`src/rtl/dcd_pkg.sv`:
```
package dcd_pkg;
  localparam int REG_AW = 3;
  localparam logic [REG_AW-1:0] REG_GCTL = 3'd0;
  localparam logic [REG_AW-1:0] REG_IEN  = 3'd1;
  localparam logic [REG_AW-1:0] REG_ISTS = 3'd2;
  localparam logic [REG_AW-1:0] REG_DPTR = 3'd3;
  localparam logic [REG_AW-1:0] REG_CCTL = 3'd4;
  localparam int BIT_RUN = 7;
  localparam int BIT_DIR = 22;
  localparam int BIT_SRST = 8;
  localparam int BIT_FMT = 30;
  localparam int BIT_LAST = 31;

  typedef enum logic [3:0] {
    EV_NONE = 4'h0, EV_UNDERRUN = 4'h1, EV_OVERRUN = 4'h2,
    EV_DESC_ERR = 4'h3, EV_DATA_ERR = 4'h4, EV_EARLY_END = 4'h5,
    EV_OK = 4'hF
  } evCode_t;

  typedef enum logic [3:0] {
    S_IDLE, S_FLAGS, S_BUF, S_LINK, S_CHECK, S_RDMEM, S_PUSH, S_PULL, S_WRMEM
  } state_t;

  typedef struct packed {
    logic       memReq;
    logic       memWe;
    logic       useBuf;
    logic [1:0] wordSel;
    logic       capFlags;
    logic       capBuf;
    logic       capLink;
    logic       capData;
    logic       advance;
    logic       nextDesc;
    logic       finish;
    evCode_t    code;
    logic       txValid;
    logic       rxReady;
  } strobe_t;
endpackage

```
`src/rtl/dcd_ctrl.sv`:
```
module dcd_ctrl
  import dcd_pkg::*;
(
  input  logic    clk,
  input  logic    rstN,
  input  logic    start,
  input  logic    softRst,
  input  logic    dir,
  input  logic    endBit,
  input  logic    remainZero,
  input  logic    memAck,
  input  logic    memErr,
  input  logic    memFmtBit,
  input  logic    txReady,
  input  logic    rxValid,
  input  logic    periphEnd,
  output strobe_t st
);
  state_t state, nxt;

  always_ff @(posedge clk or negedge rstN) begin
    if (!rstN) state <= S_IDLE;
    else       state <= nxt;
  end

  always_comb begin
    nxt = state;
    st  = '0;
    case (state)
      S_IDLE: if (start) nxt = S_FLAGS;
      S_FLAGS: begin
        st.memReq = 1'b1;
        st.wordSel = 2'd0;
        if (memAck) begin
          if (memErr || !memFmtBit) begin
            st.finish = 1'b1; st.code = EV_DESC_ERR; nxt = S_IDLE;
          end else begin
            st.capFlags = 1'b1; nxt = S_BUF;
          end
        end
      end
      S_BUF: begin
        st.memReq = 1'b1;
        st.wordSel = 2'd1;
        if (memAck) begin
          if (memErr) begin
            st.finish = 1'b1; st.code = EV_DESC_ERR; nxt = S_IDLE;
          end else begin
            st.capBuf = 1'b1; nxt = S_LINK;
          end
        end
      end
      S_LINK: begin
        st.memReq = 1'b1;
        st.wordSel = 2'd2;
        if (memAck) begin
          if (memErr) begin
            st.finish = 1'b1; st.code = EV_DESC_ERR; nxt = S_IDLE;
          end else begin
            st.capLink = 1'b1; nxt = S_CHECK;
          end
        end
      end
      S_CHECK: begin
        if (remainZero) begin
          if (endBit) begin
            st.finish = 1'b1; st.code = EV_OK; nxt = S_IDLE;
          end else begin
            st.nextDesc = 1'b1; nxt = S_FLAGS;
          end
        end else begin
          nxt = dir ? S_PULL : S_RDMEM;
        end
      end
      S_RDMEM: begin
        st.memReq = 1'b1;
        st.useBuf = 1'b1;
        if (memAck) begin
          if (memErr) begin
            st.finish = 1'b1; st.code = EV_DATA_ERR; nxt = S_IDLE;
          end else begin
            st.capData = 1'b1; nxt = S_PUSH;
          end
        end
      end
      S_PUSH: begin
        st.txValid = 1'b1;
        if (txReady) begin
          st.advance = 1'b1; nxt = S_CHECK;
        end else if (periphEnd) begin
          st.finish = 1'b1; st.code = EV_EARLY_END; nxt = S_IDLE;
        end
      end
      S_PULL: begin
        st.rxReady = 1'b1;
        if (rxValid) begin
          st.capData = 1'b1; nxt = S_WRMEM;
        end else if (periphEnd) begin
          st.finish = 1'b1; st.code = EV_EARLY_END; nxt = S_IDLE;
        end
      end
      S_WRMEM: begin
        st.memReq = 1'b1;
        st.memWe = 1'b1;
        st.useBuf = 1'b1;
        if (memAck) begin
          if (memErr) begin
            st.finish = 1'b1; st.code = EV_DATA_ERR; nxt = S_IDLE;
          end else begin
            st.advance = 1'b1; nxt = S_CHECK;
          end
        end
      end
      default: nxt = S_IDLE;
    endcase
    if (softRst) nxt = S_IDLE;
  end

  AST_FORMAT_REJECT: assert property (@(posedge clk) disable iff (!rstN)
    (state == S_FLAGS && memAck && !memErr && !memFmtBit) |=> (state == S_IDLE));
endmodule

```
`src/rtl/dcd_datapath.sv`:
```
module dcd_datapath
  import dcd_pkg::*;
#(
  parameter int CNT_W = 16
) (
  input  logic              clk,
  input  logic              rstN,
  input  logic              regWr,
  input  logic [REG_AW-1:0] regAddr,
  input  logic [31:0]       regWdata,
  output logic [31:0]       regRdata,
  input  logic [31:0]       memRdata,
  input  logic [31:0]       rxData,
  input  strobe_t           st,
  output logic [31:0]       memAddr,
  output logic [31:0]       dataOut,
  output logic              irq,
  output logic              start,
  output logic              softRst,
  output logic              dir,
  output logic              endBit,
  output logic              remainZero
);
  localparam int RW = CNT_W - 2;

  logic enable, intEn, intStatus, run;
  evCode_t code;
  logic [31:0] descPtr, curDesc, bufAddr, link, dataReg;
  logic [RW-1:0] remain;
  logic wrG, wrE, wrS, wrD, wrC;
  logic unusedBits;

  assign wrG = regWr && (regAddr == REG_GCTL);
  assign wrE = regWr && (regAddr == REG_IEN);
  assign wrS = regWr && (regAddr == REG_ISTS);
  assign wrD = regWr && (regAddr == REG_DPTR);
  assign wrC = regWr && (regAddr == REG_CCTL);
  assign softRst = wrG && regWdata[BIT_SRST];
  assign start = wrC && !run && enable && regWdata[BIT_RUN];
  assign unusedBits = ^regWdata[1:0];

  always_ff @(posedge clk or negedge rstN) begin
    if (!rstN) begin
      enable <= 1'b0; intEn <= 1'b0; intStatus <= 1'b0; run <= 1'b0;
      dir <= 1'b0; code <= EV_NONE; descPtr <= '0; curDesc <= '0;
      bufAddr <= '0; link <= '0; dataReg <= '0; remain <= '0; endBit <= 1'b0;
    end else begin
      if (wrG) enable <= regWdata[0];
      if (wrE) intEn <= regWdata[0];
      if (wrD) descPtr <= {regWdata[31:2], 2'b00};
      if (softRst) begin
        run <= 1'b0; code <= EV_NONE; intStatus <= 1'b0;
      end else begin
        if (wrS && regWdata[0]) intStatus <= 1'b0;
        if (wrC && !run) dir <= regWdata[BIT_DIR];
        if (start) begin
          run <= 1'b1; code <= EV_NONE; curDesc <= descPtr;
        end
        if (st.finish) begin
          run <= 1'b0; code <= st.code; intStatus <= 1'b1;
        end
      end
      if (st.capFlags) begin
        remain <= memRdata[CNT_W-1:2];
        endBit <= memRdata[BIT_LAST];
      end
      if (st.capBuf) bufAddr <= memRdata;
      if (st.capLink) link <= memRdata;
      if (st.capData) dataReg <= dir ? rxData : memRdata;
      if (st.nextDesc) curDesc <= link;
      if (st.advance) begin
        bufAddr <= bufAddr + 32'd4;
        remain <= remain - 1'b1;
      end
    end
  end

  assign remainZero = (remain == '0);
  assign memAddr = st.useBuf ? bufAddr : (curDesc + {28'd0, st.wordSel, 2'b00});
  assign dataOut = dataReg;
  assign irq = intStatus && intEn;

  always_comb begin
    regRdata = '0;
    case (regAddr)
      REG_GCTL: regRdata[0] = enable;
      REG_IEN:  regRdata[0] = intEn;
      REG_ISTS: regRdata[0] = intStatus;
      REG_DPTR: regRdata = descPtr;
      REG_CCTL: begin
        regRdata[BIT_DIR] = dir;
        regRdata[BIT_RUN] = run;
        regRdata[3:0] = code;
      end
      default: regRdata = '0;
    endcase
  end

  AST_CODE_QUIET_WHILE_RUN: assert property (@(posedge clk) disable iff (!rstN)
    run |-> (code == EV_NONE));
  AST_RUN_NEEDS_ENABLE: assert property (@(posedge clk) disable iff (!rstN)
    $rose(run) |-> enable);
  AST_END_SETS_FLAG: assert property (@(posedge clk) disable iff (!rstN)
    ($fell(run) && !$past(softRst)) |-> intStatus);
endmodule

```
`src/rtl/desc_chain_dma.sv`:
```
module desc_chain_dma
  import dcd_pkg::*;
#(
  parameter int CNT_W = 16
) (
  input  logic        clk,
  input  logic        rstN,
  input  logic        regWr,
  input  logic [2:0]  regAddr,
  input  logic [31:0] regWdata,
  output logic [31:0] regRdata,
  output logic        memReq,
  output logic        memWe,
  output logic [31:0] memAddr,
  output logic [31:0] memWdata,
  input  logic        memAck,
  input  logic        memErr,
  input  logic [31:0] memRdata,
  output logic        txValid,
  input  logic        txReady,
  output logic [31:0] txData,
  input  logic        rxValid,
  output logic        rxReady,
  input  logic [31:0] rxData,
  input  logic        periphEnd,
  output logic        irq
);
  strobe_t st;
  logic start, softRst, dir, endBit, remainZero;
  logic [31:0] dataOut;

  dcd_ctrl ctrl_i (
    .clk(clk), .rstN(rstN), .start(start), .softRst(softRst), .dir(dir),
    .endBit(endBit), .remainZero(remainZero), .memAck(memAck), .memErr(memErr),
    .memFmtBit(memRdata[BIT_FMT]), .txReady(txReady), .rxValid(rxValid),
    .periphEnd(periphEnd), .st(st)
  );

  dcd_datapath #(.CNT_W(CNT_W)) dp_i (
    .clk(clk), .rstN(rstN), .regWr(regWr), .regAddr(regAddr),
    .regWdata(regWdata), .regRdata(regRdata), .memRdata(memRdata),
    .rxData(rxData), .st(st), .memAddr(memAddr), .dataOut(dataOut), .irq(irq),
    .start(start), .softRst(softRst), .dir(dir), .endBit(endBit),
    .remainZero(remainZero)
  );

  assign memReq = st.memReq;
  assign memWe = st.memWe;
  assign memWdata = dataOut;
  assign txValid = st.txValid;
  assign txData = dataOut;
  assign rxReady = st.rxReady;

  AST_ADDR_HOLD: assert property (@(posedge clk) disable iff (!rstN)
    (memReq && !memAck && !softRst) |=> (memReq && $stable(memAddr)));
  AST_TX_HOLD: assert property (@(posedge clk) disable iff (!rstN)
    (txValid && !txReady && !periphEnd && !softRst) |=> (txValid && $stable(txData)));
endmodule

```
`config.mk`:
```
export PLATFORM = sky130hd
export DESIGN_NAME = desc_chain_dma
export DESIGN_NICKNAME = d
export VERILOG_FILES = /design/src/rtl/dcd_pkg.sv /design/src/rtl/dcd_ctrl.sv /design/src/rtl/dcd_datapath.sv /design/src/rtl/desc_chain_dma.sv
export SDC_FILE = /design/constraint.sdc
export NUM_CORES = 1
export LEC_CHECK = 0
export ABC_AREA = 1
export CELL_PAD_IN_SITES_DETAIL_PLACEMENT = 1
export CELL_PAD_IN_SITES_GLOBAL_PLACEMENT = 1
export CORE_ASPECT_RATIO = 1.5
export CORE_MARGIN = 2
export CORE_UTILIZATION = 39
export DETAILED_ROUTE_END_ITERATION = 12
export PLACE_DENSITY = 0.83
export SLEW_MARGIN = 20
export SYNTH_ARGS = -nofsm -noshare
export SYNTH_HDL_FRONTEND = slang
export SYNTH_SLANG_ARGS = --single-unit
export TNS_END_PERCENT = 5
```
`constraint.sdc`:
```
create_clock -name clk -period 5.6 [get_ports clk]
set_clock_uncertainty 0.1 [all_clocks]
set_input_delay 0.84 -clock clk [delete_from_list [all_inputs] [get_ports clk]]
set_output_delay 0.84 -clock clk [all_outputs]
set_load 0.1 [all_outputs]
```
==> results by group <==
Detailed routing
  • DR DRC count: 0
  • Vias: 11100
  • Wirelength per Cell: ~19 um
  • Starting DRT DRC Count: between 500 and 600
  • DRT antenna net count: 0
  • 1st-pass router iterations: 5
  • DR vias/cell: roughly 5.3
  • Routed WL: approximately 40 mm

Power
  • Sequential power share: between 20% and 30%
  • Combinational Power Share: ~56%
  • Pint: 3.64 mW
  • Switch share: roughly 56%
  • Pwr Density: ~590 mW/mm^2
  • Clk network pwr share: between 10% and 20%
  • VDD IR max: about 300 uV
  • Total power: slightly above 8 mW
  • Psw: between 4 and 5 mW
  • P_leak: 6.64 nW

Placement
  • Pre-CTS setup slack: roughly 1.2 ns
  • Post-DP HPWL: about 30 mm
  • Post-placement cell count: 2049
  • Cell Area, Placed: roughly 0.013 mm^2
  • Final Wtd Congestion: between 0.9 and 1
  • Port buffer count: 238

Final layout
  • Design area: between 0.01 and 0.015 mm^2
  • Final Core Density: between 50 and 60%
  • Layout Cells excl Fill: 2082
  • Share of post-route cells with drive strength above 1: under 10%
  • Layout net count: 1835
  • Area growth from synthesis to layout: 27.3%

Clocking
  • CTS tree: yes
  • Clk Latency, worst-skew pair: approximately 0.46 ns
  • Max clock buf depth: 2
  • H-tree levels: 4
  • Post-cts repair resize count: 0
  • Number of buffers created by CTS: 17
  • Clock transition at the registers of the reported paths: roughly 0.070 ns
  • Root Buffer: clkbuf_16
  • Setup Fix Bufs, Post-CTS: 0
  • Clock tree sinks: 186
  • Post-CTS Hold Fix Bufs: 0

Synthesis
  • Yosys cell types: 40
  • Most frequent cell after synthesis: nand2_1
  • Gate Count Post-Synth: around 1500
  • Top FF cell, synth: dfrtp_1
  • Yosys top cell area share: 42.6%
  • Ys Warns: 0
  • Async S/R FF share, synth: between 90% and 100%
  • Synth top area cells: dfrtp_1 43%, nand2_1 13%, nor2_1 8.7%, inv_1 6.2%, nand3_1 3.8%
  • Syn_area_per_cell: 7.08 um^2
  • Seq cells post-synth: approximately 190
  • EDFF count, synth: 0
  • Cell Area, Synth: approximately 0.011 mm^2
  • Mapped Nets: 1656
  • Post-synthesis sequential area ratio: a little over two fifths
  • Commonest cells post-synth: 379 x nand2_1, 252 x nor2_1, 186 x dfrtp_1, 179 x inv_1, 84 x nand3_1
  • Area leader, netlist: dfrtp_1

Worst hold path
  • Class of the worst hold path: primary input to async pin

Worst setup path
  • Max incr delay on CP: 1.20 ns
  • CP Capture Type: output pin
  • Crit-path max FO: 5
  • Cell Chain, Critical Path: nor2_1 -> inv_1 -> nor2_1 -> ha_1 -> inv_1 -> nand2_1 -> nand2_1 -> inv_1 -> nand2_1 -> inv_1 -> nand2_1 -> a31oi_1 -> clkdlybuf4s50_1
  • WS Path Type: register to output pin
  • CP max stage cell: clkdlybuf4s50_1
  • Worst EP arrival: roughly 4 ns
  • Worst setup SP type: register
  • CP required: around 4.7 ns

STA
  • Final setup TNS: 0 ns
  • RSZ-0062 raised after global routing: false
  • Relative slew slack: 29.3%
  • Final hold violation count: 0
  • Final hold slack: 0.337 ns
  • Worst setup slack after layout: 0.657 ns
  • Post-route minimum period: 4.94 ns
  • Final period utilization: 88.3%
  • Final setup fails: 0
  • Max Fclk: roughly 200 MHz
  • Worst-Margin Slew: between 1 and 1.5 ns
  • Slew Limit Fails: 0

Die
  • Initial Utilization: 39.3%
  • Cell row count: 75
  • Boundary pin count: 240
  • Core ar.: about 0.028 mm^2
  • Chip width: between 100 and 150 um
  • Die H: about 210 um
  • Die area: 0.0294 mm^2

Status
  • Status: finished, final reports clean

Global route
  • Largest net degree at the start of global routing: 89
  • Number of global-route vias before repair: 11500
  • Global-route wire length before repair: approximately 63 mm
  • Initial antenna violation count: 1
  • Grt ovf: 0
  • GRT Total Usage: 27.3%

Flow run
  • Max cap viols: 0
path summary, 6_finish.rpt:
path / from / to / slack (ns) / cells past startpoint
min in group clk: dp_i.run / dp_i.run / 0.39 / 1
worst max-delay path: ctrl_i.state[3] / memAddr[9] / 0.66 / 13
worst min-delay path: rstN / dp_i.code[0] / 0.34 / 1
worst max register to register: ctrl_i.state[1] / dp_i.curDesc[25] / 2.40 / 7
worst min register to register: dp_i.run / dp_i.run / 0.39 / 1
max in group asynchronous: rstN / dp_i.dataOut[20] / 3.86 / 2
routing by layer:
layer / vias to the layer above / GRT usage, % / part of all wire (%)
li1: 5308 / - / -
met1: 5449 / 34.4 / 43
met2: 306 / 47.5 / 50
met3: 71 / 3.48 / 4.0
met4: 0 / 10.3 / 3.4
met5: - / 0 / 0
layout by cell type, fill, tap and decap left out, drive strengths merged, types with 2 or more instances in the layout:
| master | count |
|---|---|
| a21oi | 55 |
| nor2 | 255 |
| o21ai | 77 |
| o211ai | 10 |
| buf | 72 |
| ha | 5 |
| nand3 | 85 |
| bufinv | 4 |
| inv | 194 |
| or2 | 2 |
| xnor2 | 10 |
| nand2 | 380 |
| clkinv | 4 |
| a22oi | 20 |
| nand4 | 45 |
| o221ai | 8 |
| nor4 | 2 |
| nor3 | 38 |
| clkdlybuf4s50 | 183 |
| clkbuf | 18 |
| a31oi | 39 |
| nand3b | 6 |
| dfrtp | 186 |
| o22ai | 12 |
| xor2 | 16 |
critical path: cells and delay by family, from the launching register on:
kind / cells / cell delay (ns)
and+or+nand+nor: 6 / 0.93
AOI/OAI and AO/OA: 1 / 0.24
adders and majority gates: 1 / 0.23
buffers and inverters: 5 / 1.71
DFF: 1 / 0.43
logic make-up after synthesis:
logic type	count (synthesis)	synth area share (%)
simple gates	815	31.4
xor+xnor	26	2.09
mux	1	0.103
compound gates	225	12.0
fa+ha+maj	6	0.756
flops	186	42.6
buf+inv	284	11.0
flip-flops by register name (all words and copies together) (netlist names):
name	flops
dp_i.intEn	1
dp_i.dataOut	32
dp_i.run	1
ctrl_i.state	4
dp_i.curDesc	32
dp_i.intStatus	1
dp_i.enable	1
dp_i.endBit	1
dp_i.code	4
dp_i.remain	14
dp_i.bufAddr	32
dp_i.dir	1
dp_i.link	32
dp_i.descPtr	30
layout make-up:
class | count | area [um^2]
clock inverter | 14 | 208
sequential | 186 | 4650
inverter | 189 | 709
tap | 346 | 433
multi-input combinational | 1073 | 5080
timing repair buffer | 255 | 2380
clock buffer | 18 | 439
fill | 3539 | 13900
antenna | 1 | 2.50
power by group through the flow:
stage	sequential (mW)	combinational, mW	clock, mW
floorplan	2.96	2.84	0
detailed placement	2.30	4.56	0
global route	2.34	4.80	1.44
finish	2.28	4.56	1.37
global placement	2.27	4.47	0
CTS	2.28	4.57	1.39
No activity file was read; power rests on OpenSTA's default activity.
